===== src/rtl/qdec_pkg.sv =====
package qdec_pkg;

    typedef enum logic [1:0] {
        RES_X1     = 2'd0,
        RES_X2     = 2'd1,
        RES_X4     = 2'd2,
        RES_X4_ALT = 2'd3
    } res_e;

    typedef enum logic {
        FMT_QUAD  = 1'b0,
        FMT_PULSE = 1'b1
    } fmt_e;

    // bit 0 = line A, bit 1 = line B
    typedef struct packed {
        logic b;
        logic a;
    } pair_t;

    localparam int PAIR_W = $bits(pair_t);

    typedef struct packed {
        pair_t now;
        pair_t was;
    } edge_t;

    typedef struct packed {
        logic up;
        logic dn;
        logic fault;
    } step_t;

    localparam step_t STEP_IDLE = '0;

    function automatic logic rose(input logic now_v, input logic was_v);
        return now_v & ~was_v;
    endfunction

    // Phase-shifted decode. After an A edge, unequal levels mean forward;
    // after a B edge, equal levels mean forward.
    function automatic step_t quad_step(input edge_t e, input res_e res);
        step_t s;
        logic  a_chg;
        logic  b_chg;
        logic  fwd_a;
        logic  fwd_b;
        s     = STEP_IDLE;
        a_chg = e.now.a ^ e.was.a;
        b_chg = e.now.b ^ e.was.b;
        fwd_a = e.now.a ^ e.now.b;
        fwd_b = ~fwd_a;
        if (a_chg && b_chg) begin
            s.fault = 1'b1;
        end else if (a_chg) begin
            if (res != RES_X1 || e.now.a) begin
                s.up = fwd_a;
                s.dn = ~fwd_a;
            end
        end else if (b_chg) begin
            if (res == RES_X4 || res == RES_X4_ALT) begin
                s.up = fwd_b;
                s.dn = ~fwd_b;
            end
        end
        return s;
    endfunction

    // Separate pulse lines: rising A = up, rising B = down, both = clash.
    function automatic step_t pulse_step(input edge_t e);
        step_t s;
        logic  ra;
        logic  rb;
        ra      = rose(e.now.a, e.was.a);
        rb      = rose(e.now.b, e.was.b);
        s.up    = ra & ~rb;
        s.dn    = rb & ~ra;
        s.fault = ra & rb;
        return s;
    endfunction

    function automatic step_t apply_dir(input step_t s, input logic inv);
        step_t r;
        r       = s;
        r.up    = inv ? s.dn : s.up;
        r.dn    = inv ? s.up : s.dn;
        return r;
    endfunction

endpackage


===== src/rtl/qdec_sync.sv =====
module qdec_sync #(
    parameter int WIDTH  = 2,
    parameter int STAGES = 2
) (
    input  logic             clk,
    input  logic             rst,
    input  logic [WIDTH-1:0] d,
    output logic [WIDTH-1:0] q
);

    for (genvar i = 0; i < STAGES; i++) begin : g_stg
        logic [WIDTH-1:0] r;
        if (i == 0) begin : g_first
            always_ff @(posedge clk) begin
                if (rst) r <= '0;
                else     r <= d;
            end
        end else begin : g_next
            always_ff @(posedge clk) begin
                if (rst) r <= '0;
                else     r <= g_stg[i-1].r;
            end
        end
    end

    assign q = g_stg[STAGES-1].r;

endmodule


===== src/rtl/qdec_edge.sv =====
module qdec_edge
    import qdec_pkg::*;
(
    input  logic  clk,
    input  logic  rst,
    input  pair_t lvl,
    output edge_t ev
);

    pair_t prev_q;

    always_ff @(posedge clk) begin
        if (rst) prev_q <= '0;
        else     prev_q <= lvl;
    end

    assign ev.now = lvl;
    assign ev.was = prev_q;

endmodule


===== src/rtl/qdec_step.sv =====
module qdec_step
    import qdec_pkg::*;
(
    input  logic  clk,
    input  logic  rst,
    input  edge_t ev,
    input  fmt_e  fmt,
    input  res_e  res,
    input  logic  inv,
    output logic  up_q,
    output logic  dn_q,
    output logic  fault_evt
);

    step_t raw;
    step_t dirn;

    always_comb begin
        if (fmt == FMT_PULSE) raw = pulse_step(ev);
        else                  raw = quad_step(ev, res);
        dirn = apply_dir(raw, inv);
    end

    assign fault_evt = raw.fault;

    always_ff @(posedge clk) begin
        if (rst) begin
            up_q <= 1'b0;
            dn_q <= 1'b0;
        end else begin
            up_q <= dirn.up;
            dn_q <= dirn.dn;
        end
    end

endmodule


===== src/rtl/qdec_fault.sv =====
module qdec_fault (
    input  logic clk,
    input  logic rst,
    input  logic fault_evt,
    input  logic clr,
    input  logic irq_en,
    output logic err_q,
    output logic irq
);

    // A fresh fault outranks a clear issued in the same cycle.
    always_ff @(posedge clk) begin
        if (rst) err_q <= 1'b0;
        else     err_q <= fault_evt | (err_q & ~clr);
    end

    assign irq = err_q & irq_en;

endmodule


===== src/rtl/qdec_top.sv =====
module qdec_top
    import qdec_pkg::*;
#(
    parameter int SYNC_STAGES = 2
) (
    input  logic       clk,
    input  logic       rst,
    input  logic       enc_a,
    input  logic       enc_b,
    input  logic       fmt_sel,
    input  logic [1:0] res_sel,
    input  logic       dir_inv,
    input  logic       irq_en,
    input  logic       err_clr,
    output logic       cnt_up,
    output logic       cnt_dn,
    output logic       err_flag,
    output logic       irq,
    output logic [1:0] mon_lvl
);

    logic [PAIR_W-1:0] raw_bits;
    logic [PAIR_W-1:0] sync_bits;
    pair_t             lvl_now;
    edge_t             ev;
    logic              fault_evt;

    assign raw_bits = {enc_b, enc_a};

    qdec_sync #(.WIDTH(PAIR_W), .STAGES(SYNC_STAGES)) u_sync (
        .clk (clk),
        .rst (rst),
        .d   (raw_bits),
        .q   (sync_bits)
    );

    assign lvl_now = pair_t'(sync_bits);
    assign mon_lvl = sync_bits;

    qdec_edge u_edge (
        .clk (clk),
        .rst (rst),
        .lvl (lvl_now),
        .ev  (ev)
    );

    qdec_step u_step (
        .clk       (clk),
        .rst       (rst),
        .ev        (ev),
        .fmt       (fmt_e'(fmt_sel)),
        .res       (res_e'(res_sel)),
        .inv       (dir_inv),
        .up_q      (cnt_up),
        .dn_q      (cnt_dn),
        .fault_evt (fault_evt)
    );

    qdec_fault u_fault (
        .clk       (clk),
        .rst       (rst),
        .fault_evt (fault_evt),
        .clr       (err_clr),
        .irq_en    (irq_en),
        .err_q     (err_flag),
        .irq       (irq)
    );

endmodule


===== config.mk =====
export PLATFORM = sky130hd
export DESIGN_NAME = qdec_top
export DESIGN_NICKNAME = d
export VERILOG_FILES = /design/src/rtl/qdec_pkg.sv /design/src/rtl/qdec_sync.sv /design/src/rtl/qdec_edge.sv /design/src/rtl/qdec_step.sv /design/src/rtl/qdec_fault.sv /design/src/rtl/qdec_top.sv
export SDC_FILE = /design/constraint.sdc
export NUM_CORES = 1
export LEC_CHECK = 0
export BUFFER_PORTS_ARGS = -buffer_cell sky130_fd_sc_hd__buf_2
export CORE_AREA = 5 5 42 44
export DETAILED_ROUTE_END_ITERATION = 6
export DIE_AREA = 0 0 47 49
export GPL_TIMING_DRIVEN = 1
export SLEW_MARGIN = 10
export SYNTH_ARGS = -nofsm -noshare
export SYNTH_HDL_FRONTEND = slang
export SYNTH_SLANG_ARGS = --single-unit
export TNS_END_PERCENT = 20

===== constraint.sdc =====
create_clock -name clk -period 1.9 [get_ports clk]
set_input_delay 0.095 -clock clk [delete_from_list [all_inputs] [get_ports clk]]
set_output_delay 0.095 -clock clk [all_outputs]
set_load 0.005 [all_outputs]

Word level (Yosys, flattened, before mapping):

Cells that the tools add are included.

* flip-flop bits (word level): 9
* input bits: 10
* output and inout bits: 6

* equal/unequal tests: 2
* multiplexer cells: 9
* bitwise operators: 17
* reduce and logical (&&, ||, !) cells: 4

Operators with widths (number)
* $mux W2: 5
* $and A1 B1 Y1: 7
* $not A1 Y1: 6
* $eq A2 B2 Y1 const B: 2
* $mux W1: 3
* $mux W3: 1
* $xor A1 B1 Y1: 3
* $logic_or A1 B1 Y1: 2
* $reduce_bool A2 Y1: 1
* $logic_and A1 B1 Y1: 1
* $or A1 B1 Y1: 1

Longest topological paths before layout:

* word-level depth: 8
* depth in mapped cells: 6

Hierarchy:

From an unflattened synthesis, not the netlist that was laid out.

* cell total of the unflattened synthesis: 50
* area total of the unflattened synthesis: 449.2 um^2

Modules (own cells, without submodules)
* qdec_step: times used 1, cells each 31, area each 231.5 um^2
* qdec_sync: times used 1, cells each 8, area each 105.1 um^2
* qdec_edge: times used 1, cells each 6, area each 67.6 um^2
* qdec_fault: times used 1, cells each 5, area each 45.0 um^2

Worst setup path before layout:

Ideal clock, no wire load.

* kind: reg2reg
* start: reg u_sync.g_stg[1].r[0] (netlist: u_sync.q[0])
* end: reg u_step.dn_q
* setup time: 75 ps
* arrival time: 1406 ps
* data required time: 1825 ps
* setup slack: 419 ps
* cell stages (with the launch flop): 6
* period minus slack after synthesis: 1481 ps
* cell sequence: dfxtp_1 > ha_1 > or3b_1 > nor3_1 > nor2_1 > o22ai_1

* longest elaborated chain between the ends: 8
* elaborated cells between the ends (all ways): 16
* classes of those cells: mux: 7; bitwise: 7; reduce/logical: 2

RTL lines
* start: declaration: RTL line qdec_sync.sv:12 `logic [WIDTH-1:0] r;`
* start signal: assignment: RTL line qdec_sync.sv:21 `else r <= g_stg[i-1].r;`
* $xor A1 B1 Y1: RTL line qdec_pkg.sv:51 `fwd_a = e.now.a ^ e.now.b;`
* $not A1 Y1: RTL line qdec_pkg.sv:52, qdec_pkg.sv:58
* $mux W2: RTL line qdec_pkg.sv:61 `if (res == RES_X4 || res == RES_X4_ALT) begin`
* $mux W2: RTL line qdec_pkg.sv:60 `end else if (b_chg) begin`
* $mux W2: RTL line qdec_pkg.sv:55 `end else if (a_chg) begin`
* $mux W2: RTL line qdec_pkg.sv:53 `if (a_chg && b_chg) begin`
* $mux W3 (*): RTL line qdec_step.sv:19 `if (fmt == FMT_PULSE) raw = pulse_step(ev);`
* $mux W1 (*): RTL line qdec_pkg.sv:86 `r.dn = inv ? s.up : s.dn;`
* end signal: assignment: RTL line qdec_step.sv:32 `dn_q <= dirn.dn;`
* end: declaration: RTL line qdec_step.sv:11 `output logic dn_q,`

Mark *: on every way between the ends. The rest lies on a longest branch, timed or not.
A chain may end at the register's enable or synchronous reset.

Worst setup path in the final report:

* start: reg u_sync.g_stg[1].r[0] (netlist: u_sync.q[0])
* end: reg u_step.up_q

* longest elaborated chain between the ends: 8
* elaborated cells between the ends (all ways): 16
* classes of those cells: mux: 7; bitwise: 7; reduce/logical: 2

RTL lines
* $xor A1 B1 Y1: RTL line qdec_pkg.sv:51
* $not A1 Y1: RTL line qdec_pkg.sv:52, qdec_pkg.sv:58
* $mux W2: RTL line qdec_pkg.sv:61
* $mux W2: RTL line qdec_pkg.sv:60
* $mux W2: RTL line qdec_pkg.sv:55
* $mux W2: RTL line qdec_pkg.sv:53
* $mux W3 (*): RTL line qdec_step.sv:19
* $mux W1 (*): RTL line qdec_pkg.sv:85 `r.up = inv ? s.dn : s.up;`
* end signal: assignment: RTL line qdec_step.sv:31 `up_q <= dirn.up;`
* end: declaration: RTL line qdec_step.sv:10 `output logic up_q,`

Marked as above.

==> results.rst <==
.. list-table::
   :header-rows: 1

   * - Metric
     - Value
   * - Placement Rows
     - 14
   * - Critical path buffers and inverters
     - 0
   * - Number of vias per cell after detailed routing
     - about 4.4
   * - Post-place instance area
     - 479 um2
   * - First-pass GRT wire length
     - around 1200 um
   * - Final Power
     - approximately 380 uW
   * - Count of buffers from port buffering
     - 15
   * - Startpoint of the most critical register-to-register path
     - u_sync.q[0]
   * - Core Region
     - approximately 1400 um2
   * - Num CTS Buffers
     - 3
   * - Number of pins with negative max-slew slack in the final report
     - 0
   * - Synthesized instance count
     - 43
   * - Number of synthesized register bits
     - 9
   * - DRC Markers
     - 0
   * - Detailed-router iteration count before antenna repair
     - 4
   * - Worst hold-check path type
     - in2reg
   * - Clk sinks
     - 9
   * - Total wirelength of the detailed-routed design
     - 678 um
   * - Type of element capturing the critical path
     - flop
   * - Post-CTS Setup Bufs
     - 0
   * - Area growth from synthesis to layout
     - 26.6%
   * - DRT iter0 DRCs
     - 5
   * - Post-CTS clock slew at the launch and capture registers of the worst setup and hold paths
     - ~60 ps
   * - Initial core utilization
     - between 20% and 30%
   * - Nets
     - 73
   * - Largest net degree at the start of global routing
     - 10
   * - Family with the most delay on the worst path
     - simple AND/OR/NAND/NOR gates
   * - Hpwl dp
     - between 500 and 600 um
   * - Clock buffer depth
     - 2
   * - Largest driver fanout on the critical path
     - 6
   * - Distinct cell type count of the synthesized netlist
     - 18
   * - Setup clock skew after layout
     - 0.793 ps
   * - Latest clock arrival within the worst-skew pair
     - 250 ps
   * - Top routing layer in use
     - met4
   * - Tightest slew margin relative to the limit
     - between 80% and 90%
   * - Cell area after synthesis
     - about 400 um2
   * - Vias in the first global route
     - between 200 and 300
   * - Area of the die
     - 2300 um2
   * - CP Cell Sequence
     - ha_1, or3b_1, nor3_1, nor2_1, o22ai_1
   * - Combined global-route utilization of all metal layers
     - roughly 7%
   * - Instance count after placement with tap cells included
     - between 70 and 80
   * - Diodes inserted
     - 0
   * - CTS resizes
     - 0
   * - Arrival time at the worst endpoint
     - between 1500 and 2000 ps
   * - Ports
     - 16
   * - Wire length on met1
     - about 280 um
   * - Die Width
     - roughly 47 um
   * - Drt wl/cell
     - 8.92 um
   * - Critical Path Start
     - u_sync.q[0]
   * - DR vias
     - roughly 340
   * - Non-filler instance count after layout
     - 76
   * - Category of the worst setup path launch point
     - flop
   * - Maximum level of the CTS H-tree
     - 1
   * - Final estimated routing congestion in global placement
     - a little over 0.7
   * - Buffer type at the clock tree root
     - clkbuf_4
   * - Hold path startpoint
     - enc_a
   * - Cell leakage power
     - ~0.22 nW
   * - Sequential element share of the synthesized area
     - a little under half
   * - Height of the die
     - 49 um
   * - # setup viols final
     - 0
   * - Wire length on met3
     - 76 um
   * - TNS Setup
     - 0 ps
   * - Number of buffers inserted for hold repair after clock tree synthesis
     - 0
   * - Met2 routed wirelength
     - about 320 um
   * - Maximum vdd ir drop
     - 0.425 mV
   * - GR Overflow Total
     - 0
   * - Clock tree from TritonCTS
     - built
   * - Worst Path Required
     - ~2100 ps
   * - Peak Freq
     - ~630 MHz
   * - Post-route cell area
     - just over 500 um2
   * - Final cycle utilization of the critical path
     - between 80% and 90%
   * - Maximum capacitance violations
     - 0
   * - Antenna violations before repair
     - 0
   * - Worst setup slack before clock tree synthesis
     - 315 ps
   * - Share of post-route cells with drive strength above 1
     - roughly a third
   * - Mapped Nets
     - 55
   * - Yosys warning count
     - 0
   * - Time the worst path needs with I/O delays and setup
     - 1590 ps
   * - Slew at the pin with the worst max-slew slack
     - around 240 ps
   * - Final worst-path setup slack
     - roughly 310 ps
   * - Critical path type
     - reg2reg
   * - Delay of the slowest cell on the worst path
     - ~430 ps
   * - Avg Synthesized Cell Area
     - ~9.3 um2
   * - Power per unit of standard cell area
     - between 700 and 800 nW/um2
   * - Slowest cell on the critical path
     - dfxtp_1
   * - Total count of hold-check failures in the final report
     - 0
   * - Result of the run
     - complete, no violations
   * - Residual antenna-violating net count after detailed routing
     - 0
   * - RSZ-0062 raised after global routing
     - no
sequential cells by signal, summed over array words and instances, names as in the netlist:
name            flops
u_sync.q            2
u_step.up_q         1
u_fault.err_q       1
u_edge.ev           2
u_step.dn_q         1
u_sync.g_stg.r      2
kinds of logic (layout without fill, tap and decap cells):
group                      Yosys count  after routing  synth area share (%)
AOI/OAI and AO/OA                    6              6                  9.09
DFF                                  9              9                  45.1
buffers and inverters                4             21                  5.64
adders and majority gates            2              2                  6.27
xor gates and xnor gates             2              2                  4.39
and+or+nand+nor                     20             20                  29.5
worst paths after layout:
check	to	slack (ps)	depth (start not counted)
max	u_step.up_q	310	5
min	u_sync.g_stg[0].r[0]	50	2
max reg2reg	u_step.up_q	310	5
min reg2reg	u_sync.q[0]	430	1
routing by layer:
layer / vias up / GRT usage (%)
li1: 181 / -
met1: 144 / 8.67
met2: 10 / 9.73
met3: 2 / 2.21
met4: 0 / 5.53
met5: - / 0
cells in the mapped netlist, drive strengths merged:
master / n / area [um2]
nor3: 4 / 20.0
buf: 2 / 15.0
a31oi: 1 / 6.26
or3b: 1 / 8.76
dfxtp: 9 / 180
inv: 2 / 7.51
and2: 1 / 6.26
nand4bb: 1 / 11.3
nor2b: 6 / 37.5
a21oi: 1 / 5.00
o22ai: 4 / 25.0
ha: 2 / 25.0
nand2b: 2 / 12.5
nand2: 2 / 7.51
xnor2: 1 / 8.76
xor2: 1 / 8.76
nor2: 2 / 7.51
or2: 1 / 6.26
worst register-to-register path, cell delays in order (launching register included):
cell and delay, ps:
dfxtp_1 430, ha_1 290, or3b_1 380, nor3_1 180, nor2_1 80, o22ai_1 150
through the flow:
step	utilization [%]	hold WS [ps]
after floorplan	-	164
after detailed placement	34.2	309
after global placement	34.2	306
final	36.1	49.4
after global routing	36.1	51.6
after CTS	36.1	41.4
layout by cell type (no fill, tap or decap):
| master | instances |
|---|---|
| o22ai_1 | 4 |
| and2_1 | 1 |
| or3b_1 | 1 |
| or2_2 | 1 |
| dfxtp_1 | 9 |
| nor2b_1 | 6 |
| nor2_1 | 2 |
| clkbuf_1 | 1 |
| nor3_1 | 4 |
| a31oi_1 | 1 |
| nand2_1 | 2 |
| buf_2 | 15 |
| a21oi_1 | 1 |
| nand4bb_1 | 1 |
| inv_1 | 2 |
| xor2_1 | 1 |
| xnor2_1 | 1 |
| ha_1 | 2 |
| clkbuf_4 | 3 |
| nand2b_1 | 2 |
cell type report:
| type | instances | area [um2] |
|---|---|---|
| Multi-Input combinational cell | 30 | 196 |
| Sequential cell | 9 | 180 |
| Inverter | 2 | 7.51 |
| Timing Repair Buffer | 15 | 75.1 |
| Fill cell | 163 | 896 |
| Clock buffer | 4 | 26.3 |
| Tap cell | 16 | 20.0 |
power breakdown:
group	switching [mW]	leakage, nW	total, mW	internal [mW]
logic	0.0185	0.132	0.0406	0.0221
clock network	0.0603	0.0150	0.141	0.0805
registers	0.00370	0.0737	0.199	0.196
total	0.0825	0.221	0.381	0.298
(Power assumes the default switching activity.)
